[src/rtl/pecu_pkg.sv]
package pecu_pkg;
    typedef enum logic {
        SLOT_IDLE = 1'b0,
        SLOT_HELD = 1'b1
    } slot_state_e;

    localparam logic [7:0] CTRL_OFS  = 8'h00;
    localparam logic [7:0] PORT_BASE = 8'h10;
    localparam int         PORT_STEP = 8;

    function automatic logic [3:0] region_code(input int regions);
        return (regions == 16) ? 4'b0010 : 4'b0000;
    endfunction
endpackage

[src/rtl/pecu_slot.sv]
module pecu_slot
    import pecu_pkg::*;
#(
    parameter int ADDR_W = 32,
    parameter int ATTR_W = 32
) (
    input  logic              clk,
    input  logic              rst_n,
    input  logic              take_i,
    input  logic              clear_i,
    input  logic [ADDR_W-1:0] addr_i,
    input  logic [ATTR_W-1:0] attr_i,
    output logic              flag_o,
    output logic [ADDR_W-1:0] addr_o,
    output logic [ATTR_W-1:0] attr_o
);
    slot_state_e state_q, state_d;

    always_ff @(posedge clk or negedge rst_n) begin
        if (!rst_n) state_q <= SLOT_IDLE;
        else        state_q <= state_d;
    end

    always_comb begin
        state_d = state_q;
        unique case (state_q)
            SLOT_IDLE: if (take_i) state_d = SLOT_HELD;
            SLOT_HELD: begin
                if (take_i)       state_d = SLOT_HELD;
                else if (clear_i) state_d = SLOT_IDLE;
            end
            default: state_d = SLOT_IDLE;
        endcase
    end

    always_ff @(posedge clk or negedge rst_n) begin
        if (!rst_n) begin
            addr_o <= '0;
            attr_o <= '0;
        end else if (take_i) begin
            addr_o <= addr_i;
            attr_o <= attr_i;
        end
    end

    assign flag_o = (state_q == SLOT_HELD);

    p_capture_r2: assert property (@(posedge clk) disable iff (!rst_n)
        take_i |=> (flag_o && addr_o == $past(addr_i) && attr_o == $past(attr_i)));
    p_hold_r3: assert property (@(posedge clk) disable iff (!rst_n)
        !take_i |=> ($stable(addr_o) && $stable(attr_o)));
    p_clear_r4: assert property (@(posedge clk) disable iff (!rst_n)
        (clear_i && !take_i) |=> !flag_o);
    p_collide_r5: assert property (@(posedge clk) disable iff (!rst_n)
        (clear_i && take_i) |=> flag_o);
    p_sticky_r6: assert property (@(posedge clk) disable iff (!rst_n)
        (flag_o && !clear_i) |=> flag_o);
endmodule

[src/rtl/pecu_csr.sv]
module pecu_csr
    import pecu_pkg::*;
#(
    parameter int NUM_PORTS   = 4,
    parameter int ADDR_W      = 32,
    parameter int ATTR_W      = 32,
    parameter int NUM_REGIONS = 16,
    parameter int REVISION    = 0
) (
    input  logic                          clk,
    input  logic                          rst_n,
    input  logic                          bus_sel_i,
    input  logic                          bus_wr_i,
    input  logic [7:0]                    bus_addr_i,
    input  logic [31:0]                   bus_wdata_i,
    input  logic [NUM_PORTS-1:0]          flags_i,
    input  logic [NUM_PORTS*ADDR_W-1:0]   addr_flat_i,
    input  logic [NUM_PORTS*ATTR_W-1:0]   attr_flat_i,
    output logic                          enable_o,
    output logic [NUM_PORTS-1:0]          clear_o,
    output logic [31:0]                   bus_rdata_o
);
    localparam logic [3:0] PORT_CODE = 4'(NUM_PORTS - 1);
    localparam logic [3:0] REGN_CODE = region_code(NUM_REGIONS);
    localparam logic [3:0] REV_CODE  = 4'(REVISION);

    logic ctrl_wr;
    assign ctrl_wr = bus_sel_i && bus_wr_i && (bus_addr_i == CTRL_OFS);
    assign clear_o = ctrl_wr ? bus_wdata_i[NUM_PORTS-1:0] : '0;

    always_ff @(posedge clk or negedge rst_n) begin
        if (!rst_n)       enable_o <= 1'b0;
        else if (ctrl_wr) enable_o <= bus_wdata_i[31];
    end

    always_comb begin
        bus_rdata_o = '0;
        if (bus_addr_i == CTRL_OFS) begin
            bus_rdata_o[NUM_PORTS-1:0] = flags_i;
            bus_rdata_o[11:8]          = PORT_CODE;
            bus_rdata_o[15:12]         = REV_CODE;
            bus_rdata_o[19:16]         = REGN_CODE;
            bus_rdata_o[31]            = enable_o;
        end
        for (int n = 0; n < NUM_PORTS; n++) begin
            if (bus_addr_i == 8'(PORT_BASE + PORT_STEP * n))
                bus_rdata_o = 32'(addr_flat_i[n*ADDR_W +: ADDR_W]);
            if (bus_addr_i == 8'(PORT_BASE + PORT_STEP * n + 4))
                bus_rdata_o = 32'(attr_flat_i[n*ATTR_W +: ATTR_W]);
        end
    end

    p_enable_r7: assert property (@(posedge clk) disable iff (!rst_n)
        ctrl_wr |=> (enable_o == $past(bus_wdata_i[31])));
    p_enable_hold_r7: assert property (@(posedge clk) disable iff (!rst_n)
        !ctrl_wr |=> $stable(enable_o));
endmodule

[src/rtl/pecu_top.sv]
module pecu_top #(
    parameter int NUM_PORTS   = 4,
    parameter int ADDR_W      = 32,
    parameter int ATTR_W      = 32,
    parameter int NUM_REGIONS = 16
) (
    input  logic                        clk,
    input  logic                        rst_n,
    input  logic [NUM_PORTS-1:0]        err_pulse_i,
    input  logic [NUM_PORTS*ADDR_W-1:0] err_addr_i,
    input  logic [NUM_PORTS*ATTR_W-1:0] err_attr_i,
    input  logic                        bus_sel_i,
    input  logic                        bus_wr_i,
    input  logic [7:0]                  bus_addr_i,
    input  logic [31:0]                 bus_wdata_i,
    output logic [31:0]                 bus_rdata_o,
    output logic                        mpu_enable_o
);
    logic [NUM_PORTS-1:0]        take, clear, flags;
    logic [NUM_PORTS*ADDR_W-1:0] addr_flat;
    logic [NUM_PORTS*ATTR_W-1:0] attr_flat;

    assign take = err_pulse_i & {NUM_PORTS{mpu_enable_o}};

    for (genvar n = 0; n < NUM_PORTS; n++) begin : g_slot
        pecu_slot #(.ADDR_W(ADDR_W), .ATTR_W(ATTR_W)) i_slot (
            .clk     (clk),
            .rst_n   (rst_n),
            .take_i  (take[n]),
            .clear_i (clear[n]),
            .addr_i  (err_addr_i[n*ADDR_W +: ADDR_W]),
            .attr_i  (err_attr_i[n*ATTR_W +: ATTR_W]),
            .flag_o  (flags[n]),
            .addr_o  (addr_flat[n*ADDR_W +: ADDR_W]),
            .attr_o  (attr_flat[n*ATTR_W +: ATTR_W])
        );
    end

    pecu_csr #(
        .NUM_PORTS(NUM_PORTS), .ADDR_W(ADDR_W), .ATTR_W(ATTR_W),
        .NUM_REGIONS(NUM_REGIONS), .REVISION(0)
    ) i_csr (
        .clk         (clk),
        .rst_n       (rst_n),
        .bus_sel_i   (bus_sel_i),
        .bus_wr_i    (bus_wr_i),
        .bus_addr_i  (bus_addr_i),
        .bus_wdata_i (bus_wdata_i),
        .flags_i     (flags),
        .addr_flat_i (addr_flat),
        .attr_flat_i (attr_flat),
        .enable_o    (mpu_enable_o),
        .clear_o     (clear),
        .bus_rdata_o (bus_rdata_o)
    );

    p_gate_r7: assert property (@(posedge clk) disable iff (!rst_n)
        (!mpu_enable_o && flags == '0) |=> (flags == '0));
    p_flag_map_r2: assert property (@(posedge clk) disable iff (!rst_n)
        (take != '0) |=> ((flags & $past(take)) == $past(take)));
endmodule

[config.mk]
export PLATFORM = sky130hd
export DESIGN_NAME = pecu_top
export DESIGN_NICKNAME = d
export VERILOG_FILES = /design/src/rtl/pecu_pkg.sv /design/src/rtl/pecu_slot.sv /design/src/rtl/pecu_csr.sv /design/src/rtl/pecu_top.sv
export SDC_FILE = /design/constraint.sdc
export NUM_CORES = 1
export LEC_CHECK = 0
export BUFFER_PORTS_ARGS = -buffer_cell sky130_fd_sc_hd__buf_2
export CELL_PAD_IN_SITES_DETAIL_PLACEMENT = 1
export CELL_PAD_IN_SITES_GLOBAL_PLACEMENT = 1
export CORE_UTILIZATION = 26
export DETAILED_ROUTE_END_ITERATION = 10
export HOLD_SLACK_MARGIN = 0.06
export PLACE_DENSITY = 0.58
export SLEW_MARGIN = 20
export SYNTH_ARGS = -nofsm -noshare
export SYNTH_HDL_FRONTEND = slang
export SYNTH_HIERARCHICAL = 1
export SYNTH_SLANG_ARGS = --single-unit
[constraint.sdc]
create_clock -name clk -period 2.7 [get_ports clk]
set_clock_uncertainty 0.15 [all_clocks]
set_input_delay 0.54 -clock clk [delete_from_list [all_inputs] [get_ports clk]]
set_output_delay 0.54 -clock clk [all_outputs]
set_load 0.05 [all_outputs]
# ---- Yosys cells after proc, flatten, opt, wreduce, memory -nomap -nowiden
# Index checks and enable logic that the tools add are counted.
dict set report classes {
  eq_ne 8
  n_mux 28
  bitwise_logic 5
  reduce_logical 3
}
# operator count
set ops {}
lappend ops {{$mux 32} 8}
lappend ops {{$eq 8x5->1 const B} 4}
lappend ops {{$eq 8x6->1 const B} 4}
lappend ops {{$mux 1} 13}
lappend ops {{$mux 10} 1}
lappend ops {{$logic_not 8->1} 1}
lappend ops {{$mux 4} 2}
lappend ops {{$pmux 1 s2} 4}
lappend ops {{$and 4x4->4} 1}
lappend ops {{$not 1->1} 4}
lappend ops {{$logic_and 1x1->1} 2}
dict set report word_totals {
  register_bits 261
  in_bits 304
  out_inout_bits 33
  wordCells 57
}

# ---- Logic depth before layout (Yosys ltp)
# Gate-level depths: netlist of the first run.
dict set report logic_depth {
  ltp_word 10
  depth_mapped 8
  ltp_nobuf 6
}

# ---- Hierarchy
# Netlist of the first run, hierarchy kept.
# mod instances cells_each area_each_um2 seq_area_each_um2
set modules_own_cells {}
lappend modules_own_cells {pecu_slot 4 138 2615.0 1626.6}
lappend modules_own_cells {pecu_csr 1 416 2837.7 25.0}
lappend modules_own_cells {pecu_top 1 4 25.0 0.0}

# ---- Worst setup path before layout of the first run
# No wires, ideal clock.
dict set report synth_path {
  kind {input to output}
  startpoint {input bus_addr_i[6]}
  endpoint {output bus_rdata_o[30]}
  t_arrival_ps 2709
  required_time_ps 2010
  slack_ps -699
  path_stages 6
  path_buffers 2
  cell_sequence {buf_4 nor4b_4 nand2_1 clkbuf_1 a2bb2oi_1 o21ai_0}
}
dict set report synth_via {
  elab_chain_len 9
  word_cells_on_any_way 16
  classes_between {8 x eq/ne; 8 x mux}
}
# item line
set synth_rtl {}
lappend synth_rtl {{start: declaration} pecu_top.sv:14} ;# input logic [7:0] bus_addr_i,
lappend synth_rtl {{$eq 8x5->1} pecu_csr.sv:46} ;# if (bus_addr_i == 8'(PORT_BASE + PORT_STEP * n))
lappend synth_rtl {{$mux 32} pecu_csr.sv:46}
lappend synth_rtl {{$mux 32} pecu_csr.sv:48} ;# if (bus_addr_i == 8'(PORT_BASE + PORT_STEP * n + 4))
lappend synth_rtl {{$mux 32} pecu_csr.sv:46}
lappend synth_rtl {{$mux 32} pecu_csr.sv:48}
lappend synth_rtl {{$mux 32} pecu_csr.sv:46}
lappend synth_rtl {{$mux 32} pecu_csr.sv:48}
lappend synth_rtl {{$mux 32} pecu_csr.sv:46}
lappend synth_rtl {{$mux 32 *} pecu_csr.sv:48}
lappend synth_rtl {{end: declaration} pecu_top.sv:16} ;# output logic [31:0] bus_rdata_o,
# Mark *: on every way between the ends. The rest lies on a longest branch, timed or not.

# ---- Worst setup path in the final report of the first run
dict set report layout_path {
  startpoint {input bus_addr_i[5]}
  endpoint {output bus_rdata_o[31]}
}
dict set report layout_via {
  elab_chain_len 10
  word_cells_on_any_way 18
  classes_between {8 x eq/ne; 9 x mux; 1 x reduce/logical}
}
# item line
set layout_rtl {}
lappend layout_rtl {{$logic_not 8->1} pecu_csr.sv:38} ;# if (bus_addr_i == CTRL_OFS) begin
lappend layout_rtl {{$mux 1} pecu_csr.sv:38}
lappend layout_rtl {{$mux 32} pecu_csr.sv:46}
lappend layout_rtl {{$mux 32} pecu_csr.sv:48}
lappend layout_rtl {{$mux 32} pecu_csr.sv:46}
lappend layout_rtl {{$mux 32} pecu_csr.sv:48}
lappend layout_rtl {{$mux 32} pecu_csr.sv:46}
lappend layout_rtl {{$mux 32} pecu_csr.sv:48}
lappend layout_rtl {{$mux 32} pecu_csr.sv:46}
lappend layout_rtl {{$mux 32 *} pecu_csr.sv:48}
# Marked as above.

==> results.py, run 1 <==
metrics = {
    "cts": {
        "cts-buffers-inserted": 34,
        "clk_transition_reported_paths_ns": 0.05,
        "cts-root-buf": "sky130_fd_sc_hd__clkbuf_16",
        "clk-insertion-delay-late_ns": 0.53,
        "clk_path_buf_depth": 3,
        "count_of_clock_tree_sinks": 261,
        "cts-htree-levels": 2,
        "clock_tree_from_tritoncts": "built",
    },
    "grt": {
        "overflow": 0,
        "grt_antenna_before_repair": 7,
        "vias_in_the_first_global_route": 11500,
        "grt_first_pass_wirelength_um": 75100,
        "grt_start_max_net_pins": 72,
        "grtUsageTotal": 0.194,
    },
    "logic_synthesis": {
        "ys_seq_elements": 261,
        "netlist_area_um2": 13300,
        "avgSynthCellArea_um2": 13.7,
        "count_of_flip_flops_with_a_built_in_enable_after_synthesis": 0,
        "ys.warnings.count": 6,
        "synth.net_count": 1276,
        "synthDistinctLibCells": 51,
        "seq_area_frac_synth": 0.490,
        "synthArstFlopShare": 1.00,
        "ys_dominant_reg_cell": "sky130_fd_sc_hd__dfrtp_1",
        "syn_inst": 972,
    },
    "routing": {
        "drtAntennaViolNets": 0,
        "drt_iter0_drc": 412,
        "detailroute.via_count": 10300,
        "wl_per_cell_um": 22.6,
        "drt_first_pass_iters": 4,
        "postRouteWirelength_um": 50400,
        "remaining_drc_errors": 0,
        "vias_per_cell": 4.60,
    },
    "die": {
        "placeableCoreArea_um2": 50400,
        "start_util": 0.264,
        "die-height_um": 228,
        "core.rowCount": 82,
        "floorplan.die_area_um2": 52200,
        "die_w_um": 228,
        "io_pins": 337,
    },
    "final_layout": {
        "final_nets": 1837,
        "mostFrequentLayoutCells": "sky130_fd_sc_hd__buf_2 (268), sky130_fd_sc_hd__dfrtp_1 (261), sky130_fd_sc_hd__mux2_4 (197)",
        "final_util": 0.411,
        "area_growth_syn_to_layout_pct": 55.4,
        "final-instance-count-excl-fill": 2229,
        "mostFrequentLayoutCell": "sky130_fd_sc_hd__buf_2",
        "fill_cells": 5286,
        "final_layout_size_suffix_gt1_frac": 0.603,
    },
    "sta": {
        "rsz0062_at_grt": "true",
        "max_freq_ghz": 0.341,
        "fin_worst_hold_slack_ns": 0.0957,
        "timing.max_slew.rel_slack": 0.620,
        "min_setup_slack_post_route_ns": -0.232,
        "worst-slew-pin-transition_ns": 0.570,
        "timing.final.setup_violations": 31,
        "finalMaxSlewViolations": 0,
        "hold_viol_final": 0,
        "fin_crit_ns": 2.93,
        "min_period_over_period": 1.09,
        "setup_tns_ns": -3.99,
    },
    "min_path": {
        "origin_of_the_worst_min_delay_path": "err_addr_i[121]",
        "hp-class": "in2reg",
        "timing.hold.worst_path_depth": 2,
        "timing.hold.worst_endpoint": "g_slot[3].i_slot/addr_o[25]",
    },
    "run": {
        "max-cap-violations": 0,
    },
    "worst_setup_path": {
        "setup.worst_path.end_class": "output port",
        "crit-reg2reg-capture": "g_slot[3].i_slot/addr_o[28]",
        "timing.reg2reg.setup_slack_ns": 0.70,
        "critPathArrivalTime_ns": 2.24,
        "worst-r2r-cell-count": 3,
        "path_class": "in2out",
        "rr_startpoint": "i_csr/enable_o",
        "critPathLaunchType": "input pin",
        "cp.required_ns": 2.01,
        "timing.critical_path.fanout_max": 5,
    },
    "power": {
        "power_density_nw_per_um2": 569,
        "cellLeakagePower_nw": 9.65,
        "worst_ir_drop_vdd_mv": 0.570,
    },
    "place": {
        "place.detailed.instances": 2015,
        "detailedPlacementHpwl_um": 35900,
        "gpl.final_weighted_congestion": 0.819,
        "numPortBuffers": 309,
    },
    "outcome": {
        "status": "complete, but fails checks",
        "violations": "negative setup slack",
    },
}
[power breakdown]
group          leakage (nW)  switching (mW)  internal (mW)  total, mW
logic                  5.62           0.899           1.48       2.38
registers              3.51           0.412           4.59       5.00
clock network         0.521            1.74           2.66       4.40
total                  9.65            3.05           8.73       11.8
[registers in the layout, indices dropped and copies added, names as in the netlist]
name and count:
g_slot.i_slot/addr_o 128, g_slot.i_slot/flag_o 4, i_csr/enable_o 1, g_slot.i_slot/attr_o 128
[worst max path at each step]
stage | from | endpoint | slack (ns) | depth (start not counted)
2_1_floorplan | bus_addr_i[6] | bus_rdata_o[5] | -0.17 | 6
4_1_cts | bus_addr_i[6] | bus_rdata_o[1] | -0.26 | 7
3_3_place_gp | bus_addr_i[5] | bus_rdata_o[31] | -0.47 | 7
3_5_place_dp | bus_addr_i[6] | bus_rdata_o[31] | -0.49 | 7
6_report | bus_addr_i[5] | bus_rdata_o[31] | -0.23 | 7
5_1_grt | bus_addr_i[4] | bus_rdata_o[31] | -0.28 | 9
[cells in the mapped netlist, types with 8 or more instances]
library cell,instances,area share
sky130_fd_sc_hd__dfrtp_1,261,0.49
sky130_fd_sc_hd__mux2_4,196,0.22
sky130_fd_sc_hd__mux2_2,73,0.062
sky130_fd_sc_hd__mux2i_1,43,0.032
sky130_fd_sc_hd__a21oi_1,41,0.015
sky130_fd_sc_hd__nor2_1,37,0.010
sky130_fd_sc_hd__o21ai_0,35,0.013
sky130_fd_sc_hd__nand2_1,28,0.0079
sky130_fd_sc_hd__buf_2,27,0.010
sky130_fd_sc_hd__buf_6,27,0.023
sky130_fd_sc_hd__a22oi_1,26,0.015
sky130_fd_sc_hd__o22ai_1,23,0.011
sky130_fd_sc_hd__a21o_1,17,0.0096
sky130_fd_sc_hd__nor2b_1,16,0.0075
sky130_fd_sc_hd__nand3_1,15,0.0056
sky130_fd_sc_hd__clkbuf_1,13,0.0037
sky130_fd_sc_hd__inv_1,13,0.0037
sky130_fd_sc_hd__and2_1,10,0.0047
sky130_fd_sc_hd__mux4_2,8,0.014
[critical path: stages]
cell and delay (ns):
sky130_fd_sc_hd__buf_8 0.10, sky130_fd_sc_hd__or4b_4 0.60, sky130_fd_sc_hd__nor2_4 0.23, sky130_fd_sc_hd__o211ai_1 0.15, sky130_fd_sc_hd__o2bb2ai_2 0.20, sky130_fd_sc_hd__a32oi_4 0.22
sky130_fd_sc_hd__buf_6 0.19
[layout make-up]
type | instances | area, um^2 | area share
diodes | 3 | 7.51 | 0.000363
clock buffers | 53 | 1010 | 0.0490
clock inverters | 4 | 48.8 | 0.00236
inverters | 13 | 48.8 | 0.00236
multi-input cells | 626 | 7170 | 0.346
flip-flops and latches | 261 | 6530 | 0.315
well taps | 672 | 841 | 0.0406
repair buffers | 597 | 5040 | 0.244
[per-layer routing]
layer,GRT usage,routed length [um],up-vias
met5,0,49,-
met4,0.0807,2080,8
li1,-,-,4688
met2,0.334,25100,259
met3,0.0390,2320,93
met1,0.235,20900,5216
[cell families (layout without fill, tap and decap cells)]
logic type,after synthesis,after routing,synth area share
AOI/OAI and AO/OA,172,172,0.0847
buffers and inverters,85,667,0.0421
DFF,261,261,0.490
muxes,320,320,0.328
other,0,3,0
and+or+nand+nor,134,134,0.0546
[per-stage QoR]
stage          setup slack [ns]  total power, mW  cell area [um^2]
4_1_cts                  -0.262             11.9             20200
6_report                 -0.232             11.8             20700
3_5_place_dp             -0.488             7.11             17000
5_1_grt                  -0.276             12.4             20700
3_3_place_gp             -0.470             7.05             17000
2_1_floorplan            -0.169             6.23             13600
[timing repair]
action                                 in CTS  in global routing
setup endpoints to repair                  32                 32
buffers inserted                           19                 14
endpoints found under the hold margin     159                  0
pin swaps                                  45                 44
cloned                                      3                  2
resized for setup                         190                 81
hold buffers                              124                  0
Note: power is estimated with default switching activity, not from simulation.
==> run 2: changes to the inputs <==
==> constraint.sdc (replaced) <==
create_clock -name clk -period 3.35 [get_ports clk]
set_clock_uncertainty 0.15 [all_clocks]
set_input_delay 0.335 -clock clk [delete_from_list [all_inputs] [get_ports clk]]
set_output_delay 0.335 -clock clk [all_outputs]
set_load 0.05 [all_outputs]
==> run 2 against run 1 <==
  * The run now ends clean
  * First-iteration DRC count increased by 0.97%
  * Utilization down 2.5 points
  * Non-clock buffer count rose by 13
  * Clock power down 12%
  * Combinational power fell by 26%
  * Sequential share of layout area grew 2.0 points
  * Cell count is 0.81% higher
  * Critical endpoint is now bus_rdata_o[25]
  * Largest cell class is now sequential cells
==> results.py, run 2 (synthesized netlist as in run 1, its figures left out) <==
metrics = {
    "routing": {
        "postRouteWirelength_um": 50800,
        "wl_per_cell_um": 22.6,
        "remaining_drc_errors": 0,
        "drt_iter0_drc": 416,
        "vias_per_cell": 4.55,
        "detailroute.via_count": 10200,
        "drtAntennaViolNets": 0,
        "drt_first_pass_iters": 4,
    },
    "power": {
        "total_power_mw": 9.65,
        "power_density_nw_per_um2": 496,
        "cellLeakagePower_nw": 9.23,
        "worst_ir_drop_vdd_mv": 0.392,
    },
    "cts": {
        "cts_post_setup_buffers_inserted": 0,
        "clk_path_buf_depth": 3,
        "clock_tree_from_tritoncts": "built",
        "clk-insertion-delay-late_ns": 0.54,
        "cts-resized-gates": 0,
        "cts-buffers-inserted": 35,
        "cts-root-buf": "sky130_fd_sc_hd__clkbuf_16",
        "cts_hold_repair.buffers": 262,
        "cts-htree-levels": 2,
        "count_of_clock_tree_sinks": 261,
        "clk_transition_reported_paths_ns": 0.05,
    },
    "grt": {
        "vias_in_the_first_global_route": 11800,
        "grt_antenna_before_repair": 7,
        "grtUsageTotal": 0.195,
        "grt_start_max_net_pins": 103,
        "grt_first_pass_wirelength_um": 76300,
        "overflow": 0,
    },
    "die": {
        "die-height_um": 228,
        "placeableCoreArea_um2": 50400,
        "die_w_um": 228,
        "start_util": 0.264,
        "floorplan.die_area_um2": 52200,
        "io_pins": 337,
        "core.rowCount": 82,
    },
    "run": {
        "max-cap-violations": 0,
    },
    "worst_setup_path": {
        "setup.worst_path.end_class": "output port",
        "timing.critical_path.fanout_max": 30,
        "critPathArrivalTime_ns": 2.44,
        "critPathLaunchType": "input pin",
        "path_class": "in2out",
        "cp.required_ns": 2.86,
    },
    "place": {
        "gpl.final_weighted_congestion": 0.797,
        "place.detailed.instances": 1920,
        "detailedPlacementHpwl_um": 33800,
        "numPortBuffers": 309,
    },
    "sta": {
        "rsz0062_at_grt": "false",
        "setup_tns_ns": 0,
        "fin_worst_hold_slack_ns": 0.180,
        "min_period_over_period": 0.872,
        "fin_crit_ns": 2.92,
        "timing.final.setup_violations": 0,
        "hold_viol_final": 0,
        "finalMaxSlewViolations": 0,
        "timing.max_slew.rel_slack": 0.566,
        "max_freq_ghz": 0.342,
        "worst-slew-pin-transition_ns": 0.651,
    },
    "final_layout": {
        "final_nets": 1851,
        "area_growth_syn_to_layout_pct": 46.1,
        "multi_input_logic_area_um2": 6260,
        "sequential_cell_area_um2": 6530,
        "final_util": 0.386,
        "fill_cells": 5421,
        "final_layout_size_suffix_gt1_frac": 0.445,
        "mostFrequentLayoutCell": "sky130_fd_sc_hd__buf_2",
        "final-instance-count-excl-fill": 2247,
        "mostFrequentLayoutCells": "sky130_fd_sc_hd__buf_2 (302), sky130_fd_sc_hd__dlygate4sd3_1 (262), sky130_fd_sc_hd__dfrtp_1 (261)",
    },
    "outcome": {
        "status": "complete, no violations",
    },
    "min_path": {
        "hp-class": "in2async",
    },
}
==> run 2: layer usage <==
layer  vias to the layer above  wire length [um]  GRT usage  part of all wire
met1                      5145             20900      0.235              0.41
met2                       296             25800      0.345              0.51
met3                        82              2470     0.0364             0.049
li1                       4707                 -          -                 -
met5                         -                13          0           0.00026
met4                         2              1630     0.0713             0.032
==> run 2: worst paths after layout <==
path,slack [ns],to,start,depth (start not counted)
max in group asynchronous,1.86,g_slot[3].i_slot/addr_o[0],rst_n,3
worst max-delay path,0.43,bus_rdata_o[25],bus_addr_i[3],8
worst min register to register,0.32,g_slot[2].i_slot/flag_o,g_slot[2].i_slot/flag_o,1
min in group clk,0.28,g_slot[3].i_slot/addr_o[7],err_pulse_i[3],3
worst min-delay path,0.18,g_slot[0].i_slot/addr_o[25],rst_n,2
worst max register to register,1.11,g_slot[0].i_slot/addr_o[28],i_csr/enable_o,3
==> run 2: where the power goes <==
group          internal [mW]  total, mW  leakage, nW  switching, mW
logic                   1.13       1.76         5.16          0.633
clock network           2.38       3.87        0.561           1.50
registers               3.70       4.01         3.51          0.317
total                   7.20       9.65         9.23           2.45
==> run 2: final cells by class <==
class                   count  share of cell area
inverters                  13             0.00251
repair buffers            610               0.237
diodes                      6            0.000771
clock inverters             7             0.00611
well taps                 672              0.0432
clock buffers              52              0.0535
multi-input cells         626               0.321
flip-flops and latches    261               0.336
==> run 2: critical path, cell delays in order <==
cell	delay [ns]
sky130_fd_sc_hd__buf_4	0.42
sky130_fd_sc_hd__buf_4	0.32
sky130_fd_sc_hd__mux2_2	0.37
sky130_fd_sc_hd__a22oi_1	0.33
sky130_fd_sc_hd__o22ai_1	0.16
sky130_fd_sc_hd__a21oi_1	0.17
sky130_fd_sc_hd__a21oi_1	0.07
sky130_fd_sc_hd__buf_2	0.22
==> run 2: per-stage QoR <==
step / worst slack (ns) / area (um^2)
floorplan: 0.361 / 13300
global placement: 0.462 / 15700
detailed placement: 0.463 / 15700
CTS: 0.459 / 19500
global route: 0.363 / 19500
finish: 0.429 / 19500
==> run 3: changes to the inputs <==
--- a/config.mk
+++ b/config.mk
@@ -6,12 +6,13 @@
 export NUM_CORES = 1
 export LEC_CHECK = 0
 export BUFFER_PORTS_ARGS = -buffer_cell sky130_fd_sc_hd__buf_2
+export CAP_MARGIN = 30
 export CELL_PAD_IN_SITES_DETAIL_PLACEMENT = 1
 export CELL_PAD_IN_SITES_GLOBAL_PLACEMENT = 1
 export CORE_UTILIZATION = 26
 export DETAILED_ROUTE_END_ITERATION = 10
 export HOLD_SLACK_MARGIN = 0.06
-export PLACE_DENSITY = 0.58
+export PLACE_DENSITY = 0.63
 export SLEW_MARGIN = 20
 export SYNTH_ARGS = -nofsm -noshare
 export SYNTH_HDL_FRONTEND = slang
==> run 3 against run 2 <==
  * First-iteration DRC count increased by 21%
  * Non-clock buffer count increased by 5
  * Power decreased by 0.63%
  * Flip-flop and latch count unchanged
  * Fmax increased by 0.24%
  * Combinational power increased by 3%
  * Global-route usage increased by 1.1 points
  * Cell count about the same
  * Die area unchanged
  * Cell area increased by 0.22%
  * Highest routed layer unchanged
==> results.py, run 3 (synthesized netlist as in run 1, its figures left out) <==
metrics = {
    "routing": {
        "drtAntennaViolNets": 0,
        "drt_first_pass_iters": 5,
        "remaining_drc_errors": 0,
        "vias_per_cell": 4.69,
        "postRouteWirelength_um": 53100,
        "drt_iter0_drc": 505,
        "detailroute.via_count": 10600,
        "wl_per_cell_um": 23.6,
    },
    "grt": {
        "grtUsageTotal": 0.206,
        "overflow": 0,
        "grt_start_max_net_pins": 85,
        "grt_first_pass_wirelength_um": 80400,
        "grt_antenna_before_repair": 5,
        "vias_in_the_first_global_route": 12500,
    },
    "sta": {
        "rsz0062_at_grt": "false",
        "max_freq_ghz": 0.343,
        "hold_viol_final": 0,
        "fin_crit_ns": 2.91,
        "setup_tns_ns": 0,
        "timing.final.setup_violations": 0,
        "worst-slew-pin-transition_ns": 0.769,
        "fin_worst_hold_slack_ns": 0.252,
        "min_period_over_period": 0.870,
        "min_setup_slack_post_route_ns": 0.435,
        "timing.max_slew.rel_slack": 0.487,
        "finalMaxSlewViolations": 0,
    },
    "die": {
        "die_w_um": 228,
        "core.rowCount": 82,
        "placeableCoreArea_um2": 50400,
        "floorplan.die_area_um2": 52200,
        "die-height_um": 228,
        "start_util": 0.264,
        "io_pins": 337,
    },
    "cts": {
        "cts-root-buf": "sky130_fd_sc_hd__clkbuf_16",
        "cts-htree-levels": 2,
        "clk-insertion-delay-late_ns": 0.53,
        "cts_post_setup_buffers_inserted": 0,
        "clock_tree_from_tritoncts": "built",
        "clk_transition_reported_paths_ns": 0.06,
        "cts-buffers-inserted": 34,
        "count_of_clock_tree_sinks": 261,
        "clk_path_buf_depth": 3,
    },
    "final_layout": {
        "final_nets": 1855,
        "area_growth_syn_to_layout_pct": 46.4,
        "mostFrequentLayoutCell": "sky130_fd_sc_hd__buf_2",
        "fill_cells": 5356,
        "mostFrequentLayoutCells": "sky130_fd_sc_hd__buf_2 (302), sky130_fd_sc_hd__dlygate4sd3_1 (262), sky130_fd_sc_hd__dfrtp_1 (261)",
        "multi_input_logic_area_um2": 6260,
        "sequential_cell_area_um2": 6530,
        "final_layout_size_suffix_gt1_frac": 0.450,
    },
    "worst_setup_path": {
        "rr_startpoint": "i_csr/enable_o",
        "critPathArrivalTime_ns": 2.43,
        "timing.critical_path.fanout_max": 32,
        "setup.worst_path.end_class": "output port",
        "critPathLaunchType": "input pin",
        "cp.required_ns": 2.86,
        "path_class": "in2out",
        "worst-r2r-cell-count": 3,
        "timing.critical_path.to": "bus_rdata_o[3]",
        "crit-reg2reg-capture": "g_slot[1].i_slot/attr_o[25]",
        "timing.reg2reg.setup_slack_ns": 1.17,
        "critPathLaunch": "bus_addr_i[3]",
    },
    "place": {
        "detailedPlacementHpwl_um": 34100,
        "dp_slack_ns": 0.456,
        "gpl.final_weighted_congestion": 0.813,
        "numPortBuffers": 309,
    },
    "min_path": {
        "hp-class": "in2reg",
    },
    "power": {
        "power_density_nw_per_um2": 492,
        "total_power_mw": 9.59,
        "worst_ir_drop_vdd_mv": 0.353,
        "cellLeakagePower_nw": 9.27,
    },
    "outcome": {
        "status": "complete, no violations",
    },
    "run": {
        "max-cap-violations": 0,
    },
}
run 3: cell types whose count changed in the layout (fill, tap and decap cells not counted):
cell / before / now
sky130_fd_sc_hd__inv_6: 1 / 2
sky130_fd_sc_hd__diode_2: 6 / 3
sky130_fd_sc_hd__clkinv_8: 0 / 1
sky130_fd_sc_hd__clkbuf_8: 6 / 10
sky130_fd_sc_hd__buf_4: 35 / 36
sky130_fd_sc_hd__clkbuf_1: 9 / 3
sky130_fd_sc_hd__clkinvlp_4: 2 / 0
sky130_fd_sc_hd__clkinv_2: 1 / 6
sky130_fd_sc_hd__clkbuf_16: 37 / 34
sky130_fd_sc_hd__bufinv_16: 3 / 2
sky130_fd_sc_hd__buf_12: 10 / 14
run 3: worst min path at each step:
stage	start	end	cells after the start
3_3_place_gp	rst_n	g_slot[1].i_slot/addr_o[22]	1
4_1_cts	err_pulse_i[0]	g_slot[0].i_slot/attr_o[17]	3
6_report	err_pulse_i[0]	g_slot[0].i_slot/attr_o[17]	3
2_1_floorplan	rst_n	g_slot[0].i_slot/addr_o[0]	0
5_1_grt	bus_wr_i	i_csr/enable_o	3
3_5_place_dp	rst_n	g_slot[1].i_slot/addr_o[22]	1
run 3: layer usage:
layer | global-route usage | vias up | part of all wire
li1 | - | 4706 | -
met1 | 0.240 | 5359 | 0.40
met2 | 0.366 | 363 | 0.51
met3 | 0.0373 | 121 | 0.043
met4 | 0.0940 | 4 | 0.045
met5 | 0 | - | 0.00051
run 3: power by group:
group          internal, mW  total [mW]  switching (mW)
logic                  1.14        1.81           0.665
clock network          2.24        3.76            1.52
registers              3.70        4.03           0.332
total                  7.08        9.59            2.51
run 3: critical path, stage by stage:
cell,delay [ns]
sky130_fd_sc_hd__buf_4,0.41
sky130_fd_sc_hd__buf_4,0.34
sky130_fd_sc_hd__buf_4,0.29
sky130_fd_sc_hd__mux2i_1,0.22
sky130_fd_sc_hd__a21oi_1,0.10
sky130_fd_sc_hd__a221oi_1,0.31
sky130_fd_sc_hd__nand2_1,0.14
sky130_fd_sc_hd__buf_2,0.24
run 3: final cells by class:
type                       count  area share
sequential                   261       0.335
inverter                      13     0.00250
tap                          672      0.0431
clock buffer                  47      0.0512
timing repair buffer         615       0.241
multi-input combinational    626       0.321
antenna                        3    0.000385
clock inverter                11     0.00635
run 3: through the flow:
step	utilization	cell area, um^2	std cells
after floorplan	-	13300	972
final	0.387	19500	2248
after global placement	0.313	15800	1925
after detailed placement	0.313	15800	1925
after global routing	0.387	19500	2248
after CTS	0.387	19500	2245
run 3: timing repair:
item / in CTS / in global routing
endpoints found under the setup margin: 0 / 0
gates resized for setup: 0 / 0
hold buffers: 262 / 0
hold endpoints to repair: 339 / 0
